### src/rtl/periph_wr_strobe_pkg.sv
package periph_wr_strobe_pkg;

  // CPU-side bus signals as seen by the strobe generator.
  typedef struct packed {
    logic dev_n;
    logic rw;
    logic uds_n;
    logic lds_n;
    logic target;
  } cpu_bus_t;

endpackage

### src/rtl/pws_reset_sync.sv
module pws_reset_sync #(
  parameter int STAGES = 2
) (
  input  logic clk,
  input  logic rst_n,
  output logic rst_s_n
);

  logic [STAGES-1:0] sync_q;

  always_ff @(posedge clk or negedge rst_n) begin
    if (!rst_n) sync_q <= '0;
    else        sync_q <= {sync_q[STAGES-2:0], 1'b1};
  end

  assign rst_s_n = sync_q[STAGES-1];

endmodule

### src/rtl/pws_slot_divider.sv
module pws_slot_divider #(
  parameter int DIV_STAGES = 3
) (
  input  logic                  clk,
  input  logic                  rst_n,
  output logic [DIV_STAGES-1:0] phase,
  output logic                  slot_clk
);

  logic [DIV_STAGES-1:0] cnt_q, cnt_d;
  logic [DIV_STAGES:0]   carry;

  assign carry[0] = 1'b1;

  // One divide-by-two stage per bit; each toggles when all lower stages are high.
  for (genvar g = 0; g < DIV_STAGES; g++) begin : g_stage
    assign carry[g+1] = carry[g] & cnt_q[g];
    assign cnt_d[g]   = cnt_q[g] ^ carry[g];
  end

  always_ff @(posedge clk or negedge rst_n) begin
    if (!rst_n) cnt_q <= '0;
    else        cnt_q <= cnt_d;
  end

  assign phase    = cnt_q;
  assign slot_clk = cnt_q[DIV_STAGES-1];

endmodule

### src/rtl/pws_write_decode.sv
module pws_write_decode
  import periph_wr_strobe_pkg::*;
(
  input  logic     clk,
  input  logic     rst_n,
  input  cpu_bus_t bus,
  input  logic     start,
  output logic     wr_req,
  output logic     armed
);

  logic wr_raw, ds_idle_raw;
  logic wr_q, ds_idle_q, armed_q;
  logic wr_d, ds_idle_d, armed_d;

  always_comb begin
    wr_raw      = !bus.dev_n && !bus.rw && bus.target && (!bus.uds_n || !bus.lds_n);
    ds_idle_raw = bus.uds_n && bus.lds_n;
    wr_d        = wr_raw;
    ds_idle_d   = ds_idle_raw;
    armed_d     = armed_q;
    if (start)          armed_d = 1'b0;
    else if (ds_idle_q) armed_d = 1'b1;
  end

  always_ff @(posedge clk or negedge rst_n) begin
    if (!rst_n) begin
      wr_q      <= 1'b0;
      ds_idle_q <= 1'b0;
      armed_q   <= 1'b0;
    end else begin
      wr_q      <= wr_d;
      ds_idle_q <= ds_idle_d;
      armed_q   <= armed_d;
    end
  end

  assign wr_req = wr_q;
  assign armed  = armed_q;

endmodule

### src/rtl/pws_strobe_timer.sv
module pws_strobe_timer #(
  parameter int PW       = 3,
  parameter int START_PH = 7,
  parameter int END_PH   = 3
) (
  input  logic          clk,
  input  logic          rst_n,
  input  logic [PW-1:0] phase,
  input  logic          wr_req,
  input  logic          armed,
  output logic          start,
  output logic          cs_n
);

  localparam int SLOT_LEN = 1 << PW;
  localparam int FALL_PH  = (START_PH + 1) % SLOT_LEN;
  localparam int RISE_PH  = (END_PH + 1) % SLOT_LEN;

  logic cs_n_q, cs_n_d;

  always_comb begin
    start  = (phase == PW'(START_PH)) && wr_req && armed;
    cs_n_d = cs_n_q;
    if (start)                      cs_n_d = 1'b0;
    else if (phase == PW'(END_PH))  cs_n_d = 1'b1;
  end

  always_ff @(posedge clk or negedge rst_n) begin
    if (!rst_n) cs_n_q <= 1'b1;
    else        cs_n_q <= cs_n_d;
  end

  assign cs_n = cs_n_q;

  // the strobe only ever begins at the first phase of the CPU slot
  a_r4_fall_phase: assert property (@(posedge clk) disable iff (!rst_n)
    $fell(cs_n_q) |-> (phase == PW'(FALL_PH)));

  // the strobe is always released by the slot counter, whatever the bus does
  a_r5_high_after_end: assert property (@(posedge clk) disable iff (!rst_n)
    (phase == PW'(RISE_PH)) |-> cs_n_q);

endmodule

### src/rtl/periph_wr_strobe.sv
module periph_wr_strobe
  import periph_wr_strobe_pkg::*;
#(
  parameter int DIV_STAGES  = 3,
  parameter int SYNC_STAGES = 2
) (
  input  logic clk_fast,
  input  logic rst_n,
  input  logic dev_n,
  input  logic rw,
  input  logic uds_n,
  input  logic lds_n,
  input  logic wr_target,
  output logic cs_n,
  output logic slot_clk
);

  localparam int SLOT_LEN = 1 << DIV_STAGES;
  localparam int START_PH = SLOT_LEN - 1;
  localparam int END_PH   = SLOT_LEN / 2 - 1;

  logic                  rst_s_n;
  logic [DIV_STAGES-1:0] phase;
  logic                  wr_req, armed, start;
  cpu_bus_t              bus;

  assign bus = '{dev_n: dev_n, rw: rw, uds_n: uds_n, lds_n: lds_n, target: wr_target};

  pws_reset_sync #(.STAGES(SYNC_STAGES)) u_rst (
    .clk(clk_fast), .rst_n(rst_n), .rst_s_n(rst_s_n)
  );

  pws_slot_divider #(.DIV_STAGES(DIV_STAGES)) u_div (
    .clk(clk_fast), .rst_n(rst_s_n), .phase(phase), .slot_clk(slot_clk)
  );

  pws_write_decode u_dec (
    .clk(clk_fast), .rst_n(rst_s_n), .bus(bus), .start(start),
    .wr_req(wr_req), .armed(armed)
  );

  pws_strobe_timer #(.PW(DIV_STAGES), .START_PH(START_PH), .END_PH(END_PH)) u_tmr (
    .clk(clk_fast), .rst_n(rst_s_n), .phase(phase), .wr_req(wr_req),
    .armed(armed), .start(start), .cs_n(cs_n)
  );

  // every strobe consumes an armed state
  a_r6_one_per_arm: assert property (@(posedge clk_fast) disable iff (!rst_s_n)
    $fell(cs_n) |-> $past(armed));

  // a strobe is caused by a write decoded at the ports two fast cycles earlier
  a_r3_write_cause: assert property (@(posedge clk_fast) disable iff (!rst_s_n)
    $fell(cs_n) |-> $past(!rw && !dev_n && wr_target && !(uds_n && lds_n), 2));

endmodule

### config.mk
export PLATFORM = sky130hd
export DESIGN_NAME = periph_wr_strobe
export DESIGN_NICKNAME = d
export VERILOG_FILES = /design/src/rtl/periph_wr_strobe_pkg.sv /design/src/rtl/pws_reset_sync.sv /design/src/rtl/pws_slot_divider.sv /design/src/rtl/pws_write_decode.sv /design/src/rtl/pws_strobe_timer.sv /design/src/rtl/periph_wr_strobe.sv
export SDC_FILE = /design/constraint.sdc
export NUM_CORES = 1
export LEC_CHECK = 0
export ABC_AREA = 1
export BUFFER_PORTS_ARGS = -buffer_cell sky130_fd_sc_hd__buf_2
export CAP_MARGIN = 10
export CORE_AREA = 4 4 41 43
export DETAILED_ROUTE_END_ITERATION = 7
export DIE_AREA = 0 0 45 47
export GPL_ROUTABILITY_DRIVEN = 0
export SYNTH_ARGS = -nofsm -noshare
export SYNTH_HDL_FRONTEND = slang
export SYNTH_SLANG_ARGS = --single-unit
### constraint.sdc
create_clock -name clk_fast -period 0.8 [get_ports clk_fast]
set_input_delay 0.04 -clock clk_fast [delete_from_list [all_inputs] [get_ports clk_fast]]
set_output_delay 0.04 -clock clk_fast [all_outputs]
set_load 0.1 [all_outputs]
==> metrics <==
CP Cell Sequence=buf_12; Worst Skew=about 0.0024 ns; #FFs+latches synth=9; Fillers=129; # port buffers=8; GR Util met2=0.1186; WP data arrival=~1.1 ns; Yosys Warn Count=0; die width=~45 um; Via density=about 3.8; H-tree depth=1; worst hold stages=3; Max FO, Critical Path=2; Die Span Y=approximately 47 um; vias=between 200 and 250; initial antenna violation count=0; nets=62; CTS tree=yes; Max Clk Rate=between 900 and 1000 MHz; Worst R2R Path Depth=7; critical path class=reg2out; Ant. Diodes=0; Root Driver=clkbuf_4; Area Growth Syn to Fin=69.34%; Initial Util=0.2635; io pins=9; number of stages on the worst setup path=1; min cycle time layout=approximately 1.1 ns; Worst VDD drop=0.8506 mV; Post-Syn Area per Cell=roughly 11 um2; drt drc=0; final max-slew violation count=0; largest buffer count on any clock path=2; Mapped Cells=32; Distinct cells, synth=9; Final Cell Area=around 580 um2; outcome=complete, but fails checks; share of the synthesized area in the top cell type=0.5839; Iter 0 DRT Violations=0; Final WS setup=-0.2891 ns; power density over the cells=approximately 1500 nW/um2; first-pass iteration count of the detailed router=1; Syn Nets=42; period utilization=1.361; layout cells sized above 1=0.4706; Wirelength per Cell=between 8 and 9 um; cell family with most CP delay=flip-flops; clock-pin slew on the worst setup and hold paths=around 0.060 ns; crit path max-delay cell type=dfstp_4; largest cells by area after synthesis=dfrtp_1, ha_1, inv_1; DP Wirelength=365.4 um; Clock Sinks=9; Critical Path Start Type=flop; Total GRT Usage=0.07520; clock latency on the worst-skew pair=about 0.26 ns; pin count of the biggest net entering global routing=8; Seq/Total Area, Yosys=0.6606; maxcap violations=0; vias in the first global route=between 200 and 300; WP data required=between 0.7 and 0.8 ns; utilization after layout=0.4462; GRT met1 Usage=0.06604; LEAKAGE=0.2958 nW; Routed WL=559 um; Rows=13; grt met3 use=0.03448; Final Hold Fails=0; aggregate global routing overflow=0; HP Class=in2reg; overall die area=2115 um2; failing checks=negative setup slack; Final ANT Viol Nets=0; total power=around 0.9 mW; setup violators final=5; CP bufs+invs=1; RSZ-0062 raised after global routing=true; final hold slack=~0.012 ns; gr busiest metal=met2; CP endpoint kind=primary output; largest stage delay on the critical path=slightly above 0.6 ns; Num CTS Buffers=3; top cell type by total area after synthesis=dfrtp_1; core area=~1300 um2; worst slack, placed=-0.2429 ns; first-pass GRT wire length=1.000 mm; cell area after technology mapping=roughly 340 um2; Area after DPL=roughly 460 um2
[kinds of logic after synthesis]
kind of cell / Yosys count / share of synthesized area
simple gates: 9 / 0.1095
other cells: 1 / 0.01094
fa+ha+maj: 3 / 0.1095
flops: 9 / 0.6606
buf+inv: 10 / 0.1095
[power breakdown]
| part | switching (mW) | total (mW) | internal, mW |
|---|---|---|---|
| combinational | 0.0300 | 0.0651 | 0.0352 |
| clock | 0.148 | 0.339 | 0.192 |
| sequential | 0.0115 | 0.483 | 0.471 |
| total | 0.189 | 0.887 | 0.698 |
[final cells by class]
type	instances	area (um2)	share of cell area
clock buffers	4	26.28	0.04526
multi-input cells	13	121.4	0.2091
well taps	15	18.77	0.03233
repair buffers	15	140.1	0.2414
inverters	10	40.04	0.06897
flip-flops and latches	9	234.0	0.4030
[cell usage in the layout, fill, tap and decap left out, types with 2 or more instances in the layout]
cell type and count:
inv_1 7, dfrtp_1 7, nand2_1 6, buf_2 6
dlygate4sd3_1 4, ha_4 3, clkbuf_4 3, inv_2 2
buf_12 2, buf_6 2
[cell usage after synthesis]
cell / n
inv_1: 10
nand2_1: 6
conb_1: 1
nor2_1: 1
ha_1: 3
nand3_1: 1
nor2_2: 1
dfstp_2: 1
dfrtp_1: 8
[metal layers]
metal / routed length [um] / vias up
met5: 0 / -
met4: 27 / 0
met3: 31 / 5
met2: 305 / 8
met1: 194 / 109
li1: - / 126
[worst min-delay path: stages]
cell	delay [ns]
buf_2	0.08
nand2_1	0.04
inv_1	0.07
[state kept, by name, summed over array words and instances, names as in the netlist]
signal and count:
u_rst.sync_q 2, u_div.phase 3, u_tmr.cs_n 1, u_dec.armed 1, u_dec.wr_req 1, u_dec.ds_idle_q 1
[per-stage QoR]
stage,instances,setup TNS (ns)
after global routing,66,-1.231
after global placement,56,-0.6614
after CTS,66,-1.069
final,66,-1.048
after detailed placement,56,-0.7200
after floorplan,32,-0.7843
[final timing paths]
path / start / endpoint / slack (ns)
max in group asynchronous: u_rst.sync_q[1] / u_tmr.cs_n / 0.42
worst max-delay path: u_tmr.cs_n / cs_n / -0.29
worst min-delay path: uds_n / u_dec.ds_idle_q / 0.01
min in group asynchronous: rst_n / u_rst.sync_q[0] / 0.09
worst min register to register: u_rst.sync_q[1] / u_dec.armed / 0.11
worst max register to register: u_div.phase[2] / u_tmr.cs_n / -0.18
[repair_timing]
item / CTS / global route
pin swaps: 4 / 2
endpoints found under the hold margin: 4 / 0
gates resized for setup: 6 / 2
setup buffers: 2 / 0
endpoints found under the setup margin: 6 / 5
hold buffers: 4 / 0
No activity file was read; power rests on OpenSTA's default activity.
